<file path="src/rtl/cme_pkg.sv">
package cme_pkg;

    typedef enum logic [2:0] {
        OP_IDX_WBINV = 3'd0,
        OP_IDX_LDTAG = 3'd1,
        OP_IDX_STTAG = 3'd2,
        OP_CREATE_DE = 3'd3,
        OP_HIT_INV   = 3'd4,
        OP_HIT_WBINV = 3'd5,
        OP_HIT_WB    = 3'd6,
        OP_HIT_SETV  = 3'd7
    } maint_op_e;

    typedef enum logic [1:0] {
        LS_INVALID  = 2'd0,
        LS_SHARED   = 2'd1,
        LS_CLEAN_EX = 2'd2,
        LS_DIRTY_EX = 2'd3
    } line_state_e;

    typedef enum logic [1:0] {
        ST_IDLE = 2'd0,
        ST_EVAL = 2'd1,
        ST_WB   = 2'd2
    } eng_state_e;

    // What to do to the selected line once the command resolves
    typedef enum logic [1:0] {
        ACT_KEEP  = 2'd0,
        ACT_INVAL = 2'd1,
        ACT_CLEAN = 2'd2,
        ACT_RETAG = 2'd3
    } line_act_e;

    typedef struct packed {
        logic      need_wb;
        line_act_e act_ok;   // applied after no write-back or a clean one
        line_act_e act_err;  // applied after a write-back that hit a bus error
        logic      ch_we;
        logic      ch_val;
    } decision_t;

    function automatic decision_t maint_decide(maint_op_e op, logic sec,
                                               logic hit, logic dirty);
        decision_t d;
        d = '0;
        if (!sec) begin
            case (op)
                OP_IDX_WBINV: begin
                    d.need_wb = dirty;
                    d.act_ok  = ACT_INVAL;
                    d.act_err = ACT_KEEP;
                end
                OP_CREATE_DE: begin
                    d.need_wb = dirty && !hit;
                    d.act_ok  = ACT_RETAG;
                    d.act_err = ACT_RETAG;
                end
                OP_HIT_INV: begin
                    d.ch_we  = 1'b1;
                    d.ch_val = hit;
                    d.act_ok = hit ? ACT_INVAL : ACT_KEEP;
                end
                OP_HIT_WBINV: begin
                    d.need_wb = hit && dirty;
                    d.act_ok  = ACT_INVAL;
                    d.act_err = ACT_INVAL;
                end
                OP_HIT_WB: begin
                    d.need_wb = hit && dirty;
                    d.act_ok  = (hit && dirty) ? ACT_CLEAN : ACT_KEEP;
                    d.act_err = ACT_KEEP;
                end
                default: ;
            endcase
        end
        return d;
    endfunction

endpackage

</file>
<file path="src/rtl/cme_tag_store.sv">
module cme_tag_store
    import cme_pkg::*;
#(
    parameter int SETS  = 4,
    parameter int WAYS  = 2,
    parameter int TAG_W = 10,
    localparam int LINES  = SETS * WAYS,
    localparam int LIDX_W = $clog2(LINES)
) (
    input  logic              clk,
    input  logic              rst,
    input  logic [LIDX_W-1:0] rd_idx,
    output logic [TAG_W:0]    rd_tag,
    output line_state_e       rd_state,
    output logic              rd_dirty,
    input  logic              we,
    input  logic [LIDX_W-1:0] wr_idx,
    input  logic [TAG_W:0]    wr_tag,
    input  line_state_e       wr_state,
    input  logic              wr_dirty
);
    // Top tag bit set marks the reserved never-matching tag
    localparam logic [TAG_W:0] BAD_TAG = {1'b1, {TAG_W{1'b0}}};

    logic [TAG_W:0] tag_q   [LINES];
    line_state_e    state_q [LINES];
    logic           dirty_q [LINES];

    for (genvar i = 0; i < LINES; i++) begin : g_line
        always_ff @(posedge clk) begin
            if (rst) begin
                tag_q[i]   <= BAD_TAG;
                state_q[i] <= LS_INVALID;
                dirty_q[i] <= 1'b0;
            end else if (we && wr_idx == LIDX_W'(i)) begin
                tag_q[i]   <= wr_tag;
                state_q[i] <= wr_state;
                dirty_q[i] <= wr_dirty;
            end
        end
    end

    assign rd_tag   = tag_q[rd_idx];
    assign rd_state = state_q[rd_idx];
    assign rd_dirty = dirty_q[rd_idx];

    // an invalid line is never dirty and always holds the reserved tag
    p_invalid_clean_r1: assert property (@(posedge clk) disable iff (rst)
        rd_state == LS_INVALID |-> !rd_dirty && rd_tag[TAG_W]);

endmodule

</file>
<file path="src/rtl/cme_line_update.sv">
module cme_line_update
    import cme_pkg::*;
#(
    parameter int TAG_W = 10
) (
    input  logic             en,
    input  line_act_e        act,
    input  logic [TAG_W:0]   cur_tag,
    input  line_state_e      cur_state,
    input  logic             cur_dirty,
    input  logic [TAG_W-1:0] new_tag,
    output logic             we,
    output logic [TAG_W:0]   wr_tag,
    output line_state_e      wr_state,
    output logic             wr_dirty
);
    always_comb begin
        we       = en && (act != ACT_KEEP);
        wr_tag   = cur_tag;
        wr_state = cur_state;
        wr_dirty = cur_dirty;
        case (act)
            ACT_INVAL: begin
                wr_tag   = {1'b1, {TAG_W{1'b0}}};
                wr_state = LS_INVALID;
                wr_dirty = 1'b0;
            end
            ACT_CLEAN: wr_dirty = 1'b0;
            ACT_RETAG: begin
                wr_tag   = {1'b0, new_tag};
                wr_state = LS_DIRTY_EX;
            end
            default: ;
        endcase
    end
endmodule

</file>
<file path="src/rtl/cache_maint_engine.sv">
module cache_maint_engine
    import cme_pkg::*;
#(
    parameter int SETS       = 4,
    parameter int WAYS       = 2,
    parameter int LINE_BYTES = 16,
    parameter int VA_W       = 16,
    parameter int PA_W       = 16,
    localparam int OFF_W     = $clog2(LINE_BYTES),
    localparam int IDX_W     = $clog2(SETS),
    localparam int WAY_W     = $clog2(WAYS),
    localparam int TAG_W     = PA_W - OFF_W - IDX_W,
    localparam int LINE_BITS = LINE_BYTES * 8,
    localparam int LIDX_W    = IDX_W + WAY_W
) (
    input  logic                 clk,
    input  logic                 rst,
    input  logic                 cmd_valid,
    output logic                 cmd_ready,
    input  logic [2:0]           cmd_code,
    input  logic                 cmd_l2,
    input  logic [VA_W-1:0]      cmd_va,
    input  logic [PA_W-1:0]      cmd_pa,
    input  logic                 fill_valid,
    input  logic [VA_W-1:0]      fill_va,
    input  logic [PA_W-1:0]      fill_pa,
    input  logic                 fill_dirty,
    output logic [IDX_W-1:0]     line_set,
    output logic [WAY_W-1:0]     line_way,
    input  logic [LINE_BITS-1:0] line_rdata,
    output logic                 wb_valid,
    output logic [PA_W-1:0]      wb_addr,
    output logic [LINE_BITS-1:0] wb_data,
    input  logic                 wb_ack,
    input  logic                 wb_err,
    output logic                 done,
    output logic                 ch_flag,
    output logic                 err_store
);
    eng_state_e       st_q;
    maint_op_e        op_q;
    logic             sec_q;
    logic [IDX_W-1:0] set_q;
    logic [WAY_W-1:0] way_q;
    logic [TAG_W-1:0] ctag_q;

    logic [TAG_W:0] rd_tag;
    line_state_e    rd_state;
    logic           rd_dirty;
    logic           hit;
    decision_t      dec;
    line_act_e      act;
    logic           fire;

    logic             eng_we;
    logic [TAG_W:0]   eng_tag;
    line_state_e      eng_state;
    logic             eng_dirty;

    logic              st_we;
    logic [LIDX_W-1:0] st_idx;
    logic [TAG_W:0]    st_tag;
    line_state_e       st_state;
    logic              st_dirty;

    logic unused_addr_bits;
    assign unused_addr_bits = ^{cmd_va, cmd_pa[PA_W-TAG_W-1:0],
                                fill_va, fill_pa[PA_W-TAG_W-1:0]};

    // ---------------- command capture and sequencing ----------------
    always_ff @(posedge clk) begin
        if (rst) begin
            st_q   <= ST_IDLE;
            op_q   <= OP_IDX_WBINV;
            sec_q  <= 1'b0;
            set_q  <= '0;
            way_q  <= '0;
            ctag_q <= '0;
        end else begin
            case (st_q)
                ST_IDLE: if (cmd_valid) begin
                    st_q   <= ST_EVAL;
                    op_q   <= maint_op_e'(cmd_code);
                    sec_q  <= cmd_l2;
                    set_q  <= cmd_va[OFF_W +: IDX_W];
                    way_q  <= cmd_va[OFF_W+IDX_W +: WAY_W];
                    ctag_q <= cmd_pa[PA_W-1 -: TAG_W];
                end
                ST_EVAL: st_q <= dec.need_wb ? ST_WB : ST_IDLE;
                ST_WB:   if (wb_ack) st_q <= ST_IDLE;
                default: st_q <= ST_IDLE;
            endcase
        end
    end

    assign cmd_ready = (st_q == ST_IDLE);

    // ---------------- line evaluation ----------------
    assign hit  = (rd_tag == {1'b0, ctag_q});
    assign dec  = maint_decide(op_q, sec_q, hit, rd_dirty);
    assign fire = (st_q == ST_EVAL && !dec.need_wb) || (st_q == ST_WB && wb_ack);
    assign act  = (st_q == ST_WB && wb_err) ? dec.act_err : dec.act_ok;

    cme_line_update #(.TAG_W(TAG_W)) u_update (
        .en        (fire),
        .act       (act),
        .cur_tag   (rd_tag),
        .cur_state (rd_state),
        .cur_dirty (rd_dirty),
        .new_tag   (ctag_q),
        .we        (eng_we),
        .wr_tag    (eng_tag),
        .wr_state  (eng_state),
        .wr_dirty  (eng_dirty)
    );

    // Fills own the write port while idle, the engine otherwise
    always_comb begin
        if (st_q == ST_IDLE) begin
            st_we    = fill_valid;
            st_idx   = {fill_va[OFF_W +: IDX_W], fill_va[OFF_W+IDX_W +: WAY_W]};
            st_tag   = {1'b0, fill_pa[PA_W-1 -: TAG_W]};
            st_state = LS_DIRTY_EX;
            st_dirty = fill_dirty;
        end else begin
            st_we    = eng_we;
            st_idx   = {set_q, way_q};
            st_tag   = eng_tag;
            st_state = eng_state;
            st_dirty = eng_dirty;
        end
    end

    cme_tag_store #(.SETS(SETS), .WAYS(WAYS), .TAG_W(TAG_W)) u_store (
        .clk      (clk),
        .rst      (rst),
        .rd_idx   ({set_q, way_q}),
        .rd_tag   (rd_tag),
        .rd_state (rd_state),
        .rd_dirty (rd_dirty),
        .we       (st_we),
        .wr_idx   (st_idx),
        .wr_tag   (st_tag),
        .wr_state (st_state),
        .wr_dirty (st_dirty)
    );

    // ---------------- hit flag ----------------
    always_ff @(posedge clk) begin
        if (rst)                   ch_flag <= 1'b0;
        else if (fire && dec.ch_we) ch_flag <= dec.ch_val;
    end

    // ---------------- outputs ----------------
    assign line_set  = set_q;
    assign line_way  = way_q;
    assign wb_valid  = (st_q == ST_WB);
    assign wb_addr   = {rd_tag[TAG_W-1:0], set_q, {OFF_W{1'b0}}};
    assign wb_data   = line_rdata;
    assign done      = fire;
    assign err_store = (st_q == ST_WB) && wb_ack && wb_err;

    // ---------------- assertions ----------------
    p_wb_hold_r4: assert property (@(posedge clk) disable iff (rst)
        wb_valid && !wb_ack |=> wb_valid && $stable(wb_addr) && $stable(wb_data));

    p_done_pulse_r2: assert property (@(posedge clk) disable iff (rst)
        done |=> !done);

    p_err_with_done_r10: assert property (@(posedge clk) disable iff (rst)
        err_store |-> done && wb_valid);

    p_ch_source_r6: assert property (@(posedge clk) disable iff (rst)
        ch_flag != $past(ch_flag) |-> $past(done) && $past(op_q) == OP_HIT_INV);

    p_busy_no_accept_r2: assert property (@(posedge clk) disable iff (rst)
        wb_valid |-> !cmd_ready);

endmodule

</file>
<file path="config.mk">
export PLATFORM = sky130hd
export DESIGN_NAME = cache_maint_engine
export DESIGN_NICKNAME = d
export VERILOG_FILES = /design/src/rtl/cme_pkg.sv /design/src/rtl/cme_tag_store.sv /design/src/rtl/cme_line_update.sv /design/src/rtl/cache_maint_engine.sv
export SDC_FILE = /design/constraint.sdc
export NUM_CORES = 1
export LEC_CHECK = 0
export BUFFER_PORTS_ARGS = -buffer_cell sky130_fd_sc_hd__buf_4
export CORE_UTILIZATION = 35
export CTS_BUF_LIST = sky130_fd_sc_hd__clkbuf_16
export CTS_CLUSTER_DIAMETER = 50
export DETAILED_ROUTE_END_ITERATION = 10
export HOLD_SLACK_MARGIN = 0.08
export PLACE_DENSITY = 0.6
export SLEW_MARGIN = 5
export SYNTH_ARGS = -nofsm -noshare
export SYNTH_HDL_FRONTEND = slang
export SYNTH_SLANG_ARGS = --single-unit
</file>
<file path="constraint.sdc">
create_clock -name clk -period 4.2 [get_ports clk]
set_clock_uncertainty 0.2 [all_clocks]
set_input_delay 0.21 -clock clk [delete_from_list [all_inputs] [get_ports clk]]
set_output_delay 0.21 -clock clk [all_outputs]
set_load 0.01 [all_outputs]
</file>
==> results of run 1 <==
-- cells by family after synthesis --
logic type | share of synthesized area [%]
buffers and inverters | 16.76
DFF | 45.46
xor gates and xnor gates | 0.9527
and+or+nand+nor | 8.949
muxes | 10.58
other | 0.05099
adders and majority gates | 0.3402
AOI/OAI and AO/OA | 16.91
-- what timing repair did --
action	4_1_cts	5_1_grt
endpoints found under the setup margin	95	192
gates resized for setup	10	31
hold endpoints to repair	23	0
setup buffers	0	11
pin swaps	0	9
cloned	1	5
hold buffers	34	0
-- worst max-delay path, stage by stage, from the launching register on --
cell                      delay, ns
sky130_fd_sc_hd__dfxtp_4       0.39
sky130_fd_sc_hd__buf_12        0.15
sky130_fd_sc_hd__mux4_2        0.51
sky130_fd_sc_hd__mux2_2        0.33
sky130_fd_sc_hd__xnor2_2       0.17
sky130_fd_sc_hd__nand4_1       0.18
sky130_fd_sc_hd__buf_4         0.18
sky130_fd_sc_hd__o41ai_2       0.51
sky130_fd_sc_hd__o211a_1       0.58
sky130_fd_sc_hd__a21oi_4       0.21
sky130_fd_sc_hd__or3b_1        0.41
-- layout make-up --
cell class / count / area [sq um]
Fill cell: 1889 / 11770
Tap cell: 270 / 337.8
Clock buffer: 17 / 425.4
Multi-Input combinational cell: 385 / 3019
Sequential cell: 119 / 3348
Clock inverter: 15 / 145.1
Timing Repair Buffer: 147 / 1353
Inverter: 8 / 30.03
-- layer usage --
metal	GRT usage [%]	routed length (microns)
met3	4.379	1578
met5	0	0
met4	9.794	502
met2	29.76	9653
met1	21.27	7879
-- worst paths after layout --
check | slack, ns | from | endpoint | depth (start not counted)
worst min-delay path | 0.11 | fill_dirty | u_store.dirty_q[6] | 3
worst max register to register | 0.10 | flop | u_store.tag_q[0][10] | 10
worst max-delay path | 0.10 | flop | u_store.tag_q[0][10] | 10
worst min register to register | 0.31 | ch_flag | ch_flag | 2
-- stage by stage --
step | TNS [ns] | power (mW)
3_5_place_dp | -14.30 | 1.952
5_1_grt | -0.1490 | 3.547
4_1_cts | 0 | 3.381
6_report | 0 | 3.431
3_3_place_gp | -7.374 | 1.936
2_1_floorplan | 0 | 1.845
-- flip-flops by register name (all words and copies together) (netlist names), named ones only --
signal,count
u_store.tag_q,88
ctag_q,10
u_store.dirty_q,8
op_q,3
line_set,2
st_q,2
ch_flag,1
line_way,1
sec_q,1
-- report_power, final --
part           switching [mW]  leakage [nW]  internal, mW
Sequential             0.0350          1.16          1.34
Combinational           0.372          1.55         0.280
Clock                   0.493         0.284         0.910
Total                   0.900          3.00          2.53
-- placed cells by master, fill, tap and decap left out, types with 9 or more instances in the layout --
cell                            instances
sky130_fd_sc_hd__a21oi_1               19
sky130_fd_sc_hd__a211oi_2               9
sky130_fd_sc_hd__nor2b_1               12
sky130_fd_sc_hd__dfxtp_1               21
sky130_fd_sc_hd__inv_1                  9
sky130_fd_sc_hd__and2_1                10
sky130_fd_sc_hd__buf_12                10
sky130_fd_sc_hd__a211oi_1              71
sky130_fd_sc_hd__o21ai_0               46
sky130_fd_sc_hd__nor2_1                15
sky130_fd_sc_hd__nand2_1               48
sky130_fd_sc_hd__buf_4                100
sky130_fd_sc_hd__dlygate4sd3_1         34
sky130_fd_sc_hd__mux4_2                13
sky130_fd_sc_hd__clkbuf_16             19
sky130_fd_sc_hd__mux2i_1               25
sky130_fd_sc_hd__edfxtp_1              96
==> qor.log, run 1 <==
[run_status] run status finished, final reports clean
[drt] detailed-route wire length per cell 20.41 microns
[clocking] CTS buffer count 17
[logic_synthesis] Syn Inst Count 684
[logic_synthesis] leading area contributor after synthesis sky130_fd_sc_hd__edfxtp_1
[global_routing] grt ovf 0
[clocking] clock net sink count 119
[drt] wire length reported by the detailed router 19610 microns
[logic_synthesis] proportion of synthesized flip-flops having asynchronous set or reset 0%
[power] peak supply drop 0.2885 mV
[timing] final worst path period share 97.52%
[floorplanning] starting density of the core 36.00%
[finish] share of layout cells above drive strength 1 28.94%
[floorplanning] floorplan die height 147.0 microns
[drt] number of remaining DRC errors 0
[setup_path] Worst Setup Start Kind flop
[clocking] Clk pin slew, worst setup/hold paths 0.05 ns
[power] Cell Pwr Density 396.3 mW/mm^2
[timing] final critical delay including setup and external delays 4.096 ns
[logic_synthesis] EDFF count, synth 96
[finish] Area Growth Syn to Fin 17.73%
[floorplanning] Core Area 0.02043 sq mm
[timing] max frequency 244.1 MHz
[placement] RePlAce Congestion 0.8722
[clocking] clock tree root buffer cell sky130_fd_sc_hd__clkbuf_16
[finish] Layout Nets 883
[logic_synthesis] synthesized area 0.007355 sq mm
[global_routing] maximum number of pins on one net before global-route repair 66
[setup_path] required time of the critical path 4.15 ns
[logic_synthesis] Area contributors post-synth sky130_fd_sc_hd__edfxtp_1 39%, sky130_fd_sc_hd__buf_4 14%, sky130_fd_sc_hd__a211oi_1 8.2%
[logic_synthesis] most instantiated flip-flop cell in the synthesis netlist sky130_fd_sc_hd__edfxtp_1
[logic_synthesis] count of different cell masters after synthesis 54
[logic_synthesis] Synth top cells by count 136 x sky130_fd_sc_hd__buf_4, 96 x sky130_fd_sc_hd__edfxtp_1, 80 x sky130_fd_sc_hd__a211oi_1, 48 x sky130_fd_sc_hd__nand2_1, 48 x sky130_fd_sc_hd__o21ai_0
[drt] via density per instance 5.582
[timing] slack of the critical path 0.1041 ns
[timing] Slew @ Worst Pin 0.7826 ns
[global_routing] number of antenna violations at the first check in global routing 0
[drt] number of antenna-violating nets in the routed design 0
[finish] non-filler cells, final 961
[drt] number of DRC violations after detailed-routing iteration 0 456
[timing] Min Hold Slack 0.1098 ns
[timing] worst rel slew slack 47.83%
[finish] Diodes inserted 0
[power] cell leakage power 3.002 nW
[logic_synthesis] mean instance size in the synthesized netlist 10.75 sq um
[clocking] Skew-Pair Late Insertion Delay 0.42 ns
[placement] Post-DP Area 0.007367 sq mm
[placement] half-perimeter wire length after detailed placement 12330 microns
[logic_synthesis] area fraction of the dominant cell type after synthesis 39.20%
[clocking] TritonCTS clock tree built
[floorplanning] DIE AREA 0.02160 sq mm
[floorplanning] I/O pins 355
[timing] Fin. Hold Viols 0
[setup_path] element type at the critical path end flop
[clocking] Max Buffers Root-to-Sink 2
[logic_synthesis] most common cell in the synthesized netlist sky130_fd_sc_hd__buf_4
[logic_synthesis] Synth Register Bits 119
[placement] Post-Place Cells 878
[placement] IO buf count 56
[setup_path] WS Path Type flop to flop
[finish] final cell area excluding filler cells 0.008658 sq mm
[finish] post-route core utilization 42.38%
[global_routing] total global routing track utilization 17.89%
[floorplanning] DIE WIDTH 147.0 microns
[run] maxcap violations 0
[min_path] hold crit path type primary input to flop
[drt] overall via count from detail_route 5364
[timing] number of pins exceeding their max-slew limit in the final report 0
[floorplanning] Site Rows 52
[logic_synthesis] number of warnings printed during yosys synthesis 0
[clocking] maximum level of the CTS H-tree 4
[timing] final setup violating endpoints 0
[global_routing] global-route wire length before repair 28710 microns
[setup_path] WP data arrival 4.05 ns
[logic_synthesis] sequential area share after synthesis 45.46%
[drt] 1st-pass router iterations 7
[placement] pre-CTS worst setup slack -0.2949 ns
[setup_path] CP Max Fanout 8
[global_routing] number of global-route vias before repair 5262
Note: power is estimated with default switching activity, not from simulation.
==> run 2: changes to the inputs <==
Settings changed: ABC_AREA set to 1, PLACE_DENSITY 0.6 to 0.59, SYNTH_HIERARCHICAL set to 1.
==> run 2 against run 1 <==
  * Cell area down 3.2%
  * Count of clock-buffer cells in the layout unchanged
  * Via count up 7.4%
  * Combinational power up 4.0%
  * Largest cell class unchanged
  * Sequential power down 3%
  * Highest routed layer is now met5
==> qor.log, run 2 <==
[run_status] run status finished, final reports clean
[finish] share of layout cells above drive strength 1 19.24%
[drt] number of DRC violations after detailed-routing iteration 0 442
[floorplanning] starting density of the core 35.86%
[clocking] Max Buffers Root-to-Sink 2
[logic_synthesis] Syn Inst Count 970
[setup_path] Worst Setup Start Kind flop
[setup_path] CP top delay family simple AND/OR/NAND/NOR gates
[finish] top flop regs u_store/tag_q (88), ctag_q (10), u_store/dirty_q (8)
[drt] via density per instance 4.737
[placement] Post-Place Cells 1143
[power] Cell Pwr Density 423.2 mW/mm^2
[setup_path] WS Path Type flop to flop
[drt] detailed-route wire length per cell 18.84 microns
[finish] Diodes inserted 0
[global_routing] total global routing track utilization 20.49%
[floorplanning] Core Area 0.02036 sq mm
[drt] wire length reported by the detailed router 22910 microns
[run] maxcap violations 0
[setup_path] internal reg-to-reg setup slack 0.20 ns
[timing] max frequency 249.8 MHz
[timing] final setup TNS 0 ns
[power] cell leakage power 3.953 nW
[setup_path] CP Max Fanout 7
[finish] max reg flops 88
[placement] pre-CTS worst setup slack 0.1039 ns
[setup_path] element type at the critical path end flop
[finish] fill cell total of the finished layout 1994
[global_routing] maximum number of pins on one net before global-route repair 50
[timing] worst rel slew slack 41.46%
[finish] post-route core utilization 41.17%
[timing] final worst path period share 95.33%
[power] peak supply drop 0.3314 mV
[timing] slack of the critical path 0.1961 ns
[clocking] TritonCTS clock tree built
[floorplanning] floorplan die height 146.5 microns
[finish] Layout Nets 1139
[min_path] hold crit path type primary input to flop
[setup_path] number of buffers and inverters on the critical path 8
[clocking] maximum level of the CTS H-tree 4
[setup_path] CP max stage delay 0.39 ns
[logic_synthesis] synthesized area 0.007303 sq mm
[placement] half-perimeter wire length after detailed placement 16040 microns
[finish] non-filler cells, final 1216
[clocking] clock tree root buffer cell sky130_fd_sc_hd__clkbuf_16
[timing] Fin. Hold Viols 0
[setup_path] CP max-delay cell sky130_fd_sc_hd__or3b_1
[drt] overall via count from detail_route 5760
[floorplanning] I/O pins 355
[setup_path] required time of the critical path 4.14 ns
[logic_synthesis] number of warnings printed during yosys synthesis 6
[setup_path] origin of the critical flop-to-flop path line_way
[timing] unrepaired setup endpoints after global routing true
[timing] number of pins exceeding their max-slew limit in the final report 0
[placement] RePlAce Congestion 0.8593
[clocking] CTS buffer count 17
[floorplanning] DIE WIDTH 146.5 microns
[global_routing] global-route wire length before repair 32070 microns
[setup_path] critical path launch point line_way
[finish] highest-count cells in the layout ignoring fill and taps 268 x sky130_fd_sc_hd__nand2_1, 143 x sky130_fd_sc_hd__inv_1, 110 x sky130_fd_sc_hd__nor2_1
[timing] Min Hold Slack 0.1356 ns
[finish] Biggest register u_store/tag_q
[logic_synthesis] mean instance size in the synthesized netlist 7.529 sq um
[placement] IO buf count 56
[finish] Area Growth Syn to Fin 14.80%
[global_routing] grt ovf 0
[drt] number of antenna-violating nets in the routed design 0
[setup_path] WP data arrival 3.94 ns
[timing] Slew @ Worst Pin 0.8759 ns
[drt] 1st-pass router iterations 6
[global_routing] number of global-route vias before repair 5274
[floorplanning] DIE AREA 0.02145 sq mm
[timing] final critical delay including setup and external delays 4.004 ns
[setup_path] destination of the critical timing path u_store/tag_q[0][7]
[finish] most common cell after layout, fill and taps aside sky130_fd_sc_hd__nand2_1
[clocking] Clk pin slew, worst setup/hold paths 0.05 ns
[floorplanning] Site Rows 52
[global_routing] number of antenna violations at the first check in global routing 0
[setup_path] endpoint of the lowest-slack register-to-register path u_store/tag_q[0][7]
[clocking] Skew-Pair Late Insertion Delay 0.42 ns
[clocking] clock net sink count 116
[timing] final setup violating endpoints 0
[setup_path] worst reg2reg path depth 28
[drt] number of remaining DRC errors 0
[setup_path] number of stages on the worst setup path 28
-- run 2: what timing repair did --
| action | CTS | global route |
|---|---|---|
| hold buffers | 19 | 0 |
| setup endpoints to repair | 0 | 192 |
| buffers inserted | 0 | 14 |
| endpoints found under the hold margin | 20 | 0 |
| gates resized for setup | 0 | 45 |
-- run 2: worst min path at each step --
stage / from / endpoint / depth (start not counted)
after CTS: fill_pa[7] / u_store/tag_q[6][1] / 5
after detailed placement: line_rdata[105] / wb_data[105] / 0
final: fill_pa[7] / u_store/tag_q[7][1] / 5
after floorplan: rst / st_q[1] / 1
after global placement: line_rdata[105] / wb_data[105] / 0
after global routing: fill_pa[7] / u_store/tag_q[7][1] / 5
-- run 2: area by class of cell --
cell class	instances	area [sq um]	share of cell area, %
clock buffer	17	425.4	5.074
clock inverter	15	196.4	2.343
inverter	152	576.8	6.880
multi-input combinational	533	2421	28.88
sequential	116	3287	39.20
tap	270	337.8	4.029
timing repair buffer	113	1140	13.59
-- run 2: per-stage QoR --
| stage | area [sq um] | power (mW) |
|---|---|---|
| after floorplan | 7315 | 1.836 |
| after global placement | 7163 | 1.927 |
| after detailed placement | 7163 | 1.935 |
| after CTS | 7975 | 3.479 |
| after global routing | 8384 | 3.686 |
| final | 8384 | 3.549 |
-- run 2: worst register-to-register path: cells and delay by family (launching register included) --
family          cells  cell delay (ns)
compound gates      1             0.21
simple gates       18             1.84
flops               1             0.37
buf+inv             8             0.92
fa+ha+maj           1             0.19
-- run 2: where the power goes --
part           leakage (nW)  internal, mW  switching (mW)
sequential             1.14          1.31          0.0254
combinational          2.50         0.261           0.416
clock                 0.315          1.03           0.500
-- run 2: routing by layer --
metal,vias to the layer above,GRT usage [%],wire (microns)
li1,2760,-,-
met5,-,2.500,71
met2,288,33.83,11050
met1,2645,21.46,8262
met4,2,7.917,671
met3,65,11.44,2857
==> run 3: changes to the inputs <==
Settings changed: BUFFER_PORTS_ARGS -buffer_cell sky130_fd_sc_hd__buf_4 to -buffer_cell sky130_fd_sc_hd__buf_2.
==> run 3 against run 2 <==
  * Cell area decreased by 5.6%
  * Die area unchanged
  * Via count decreased by 2.7%
  * Critical path type unchanged
  * Largest cell class unchanged
  * Final cell count decreased by 1.3%
  * Count of clock-buffer cells in the layout unchanged
  * Register-to-register slack improved by 0.13 ns
  * First-iteration DRC count decreased by 20%
  * Global-route usage increased by 0.26 points
  * Critical endpoint is now u_store/tag_q[7][5]
  * Clock power decreased by 4%
==> qor.log, run 3 (synthesis gave the netlist of run 2 again) <==
[run_status] run status finished, final reports clean
[global_routing] total global routing track utilization 20.75%
[timing] final worst path period share 92.20%
[placement] RePlAce Congestion 0.8345
[clocking] Skew-Pair Late Insertion Delay 0.42 ns
[global_routing] number of antenna violations at the first check in global routing 0
[finish] max reg flops 88
[finish] post-route core utilization 38.85%
[floorplanning] starting density of the core 35.86%
[finish] top flop regs u_store/tag_q (88), ctag_q (10), u_store/dirty_q (8)
[clocking] clock tree root buffer cell sky130_fd_sc_hd__clkbuf_16
[finish] Biggest register u_store/tag_q
[finish] highest-count cells in the layout ignoring fill and taps 283 x sky130_fd_sc_hd__nand2_1, 147 x sky130_fd_sc_hd__inv_1, 112 x sky130_fd_sc_hd__nor2_1
[run] maxcap violations 0
[floorplanning] DIE AREA 0.02145 sq mm
[clocking] Max Buffers Root-to-Sink 2
[floorplanning] Core Area 0.02036 sq mm
[placement] Post-Place Cells 1147
[drt] number of antenna-violating nets in the routed design 0
[finish] most common cell after layout, fill and taps aside sky130_fd_sc_hd__nand2_1
[timing] Fin. Hold Viols 0
[drt] overall via count from detail_route 5603
[clocking] TritonCTS clock tree built
[placement] half-perimeter wire length after detailed placement 16210 microns
[clocking] CTS buffer count 17
[clocking] clock net sink count 116
[timing] final critical delay including setup and external delays 3.872 ns
[global_routing] global-route wire length before repair 32240 microns
[drt] number of DRC violations after detailed-routing iteration 0 352
[drt] detailed-route wire length per cell 18.30 microns
[timing] final setup violating endpoints 0
[timing] number of pins exceeding their max-slew limit in the final report 0
[setup_path] WP data arrival 3.94 ns
[clocking] maximum level of the CTS H-tree 4
[setup_path] Worst Setup Start Kind flop
[finish] Area Growth Syn to Fin 8.326%
[setup_path] CP top delay family simple AND/OR/NAND/NOR gates
[clocking] Clk pin slew, worst setup/hold paths 0.05 ns
[power] Cell Pwr Density 429.3 mW/mm^2
[power] peak supply drop 0.2673 mV
[timing] Min Hold Slack 0.1073 ns
[global_routing] grt ovf 0
[setup_path] cell mode on critical path sky130_fd_sc_hd__nand2_1
[finish] share of layout cells above drive strength 1 15.27%
[finish] Layout Nets 1123
[drt] via density per instance 4.669
[drt] number of remaining DRC errors 0
[timing] final setup TNS 0 ns
[timing] unrepaired setup endpoints after global routing true
[setup_path] CP max-delay cell sky130_fd_sc_hd__dfxtp_2
[setup_path] required time of the critical path 4.26 ns
[power] total power consumption of the routed design 3.397 mW
[finish] Diodes inserted 0
[timing] max frequency 258.2 MHz
[timing] worst rel slew slack 43.11%
[global_routing] maximum number of pins on one net before global-route repair 38
[placement] IO buf count 56
[setup_path] CP max stage delay 0.37 ns
[setup_path] WS Path Type flop to flop
[min_path] hold crit path type primary input to flop
[timing] Slew @ Worst Pin 0.8513 ns
[setup_path] element type at the critical path end flop
[floorplanning] Site Rows 52
[power] cell leakage power 3.792 nW
[finish] non-filler cells, final 1200
[floorplanning] DIE WIDTH 146.5 microns
[drt] 1st-pass router iterations 5
[setup_path] CP Max Fanout 17
[floorplanning] floorplan die height 146.5 microns
[floorplanning] I/O pins 355
[setup_path] number of buffers and inverters on the critical path 5
[global_routing] number of global-route vias before repair 5270
[drt] wire length reported by the detailed router 21960 microns
-- run 3: where the power goes --
part	switching (mW)	internal (mW)	leakage, nW
logic	0.387	0.196	2.35
registers	0.0247	1.31	1.14
clock network	0.504	0.974	0.305
-- run 3: final cells by class --
type / count / area (sq um)
fillers: 2062 / 12450
flip-flops and latches: 116 / 3286
multi-input cells: 531 / 2315
repair buffers: 99 / 800.8
inverters: 152 / 573.1
clock buffers: 17 / 425.4
well taps: 270 / 337.8
clock inverters: 15 / 173.9
-- run 3: worst paths after layout --
path / slack (ns) / depth (start not counted) / start / end
setup / recovery: 0.33 / 25 / line_way / u_store/tag_q[7][5]
hold / removal: 0.11 / 5 / fill_va[5] / u_store/tag_q[1][10]
setup reg to reg: 0.33 / 25 / line_way / u_store/tag_q[7][5]
hold reg to reg: 0.29 / 2 / ctag_q[5] / ctag_q[5]
-- run 3: per-layer routing --
layer	vias up	track usage [%]	routed length, microns
met2	258	33.50	10600
met4	2	9.323	693
met3	67	11.91	2737
met5	-	2.500	71
li1	2713	-	-
met1	2563	21.67	7854
-- run 3: through the flow --
step	worst slack (ns)	area, sq um
floorplan	0.03215	7315
global placement	0.04098	7028
detailed placement	-0.05370	7028
CTS	0.03144	7823
global route	-0.01765	7911
finish	0.3275	7911
-- run 3: repair_timing --
action | CTS | global route
gates cloned | 0 | 1
hold buffers | 19 | 0
setup buffers | 0 | 1
endpoints found under the hold margin | 20 | 0
pin swaps | 0 | 1
endpoints found under the setup margin | 33 | 173
gates resized for setup | 1 | 15
-- run 3: tightest hold or removal path, stage by stage --
cell and delay, ns:
sky130_fd_sc_hd__buf_2 0.09, sky130_fd_sc_hd__nand2_1 0.05, sky130_fd_sc_hd__nand2_1 0.12, sky130_fd_sc_hd__nor2_4 0.08, sky130_fd_sc_hd__nand4_1 0.07
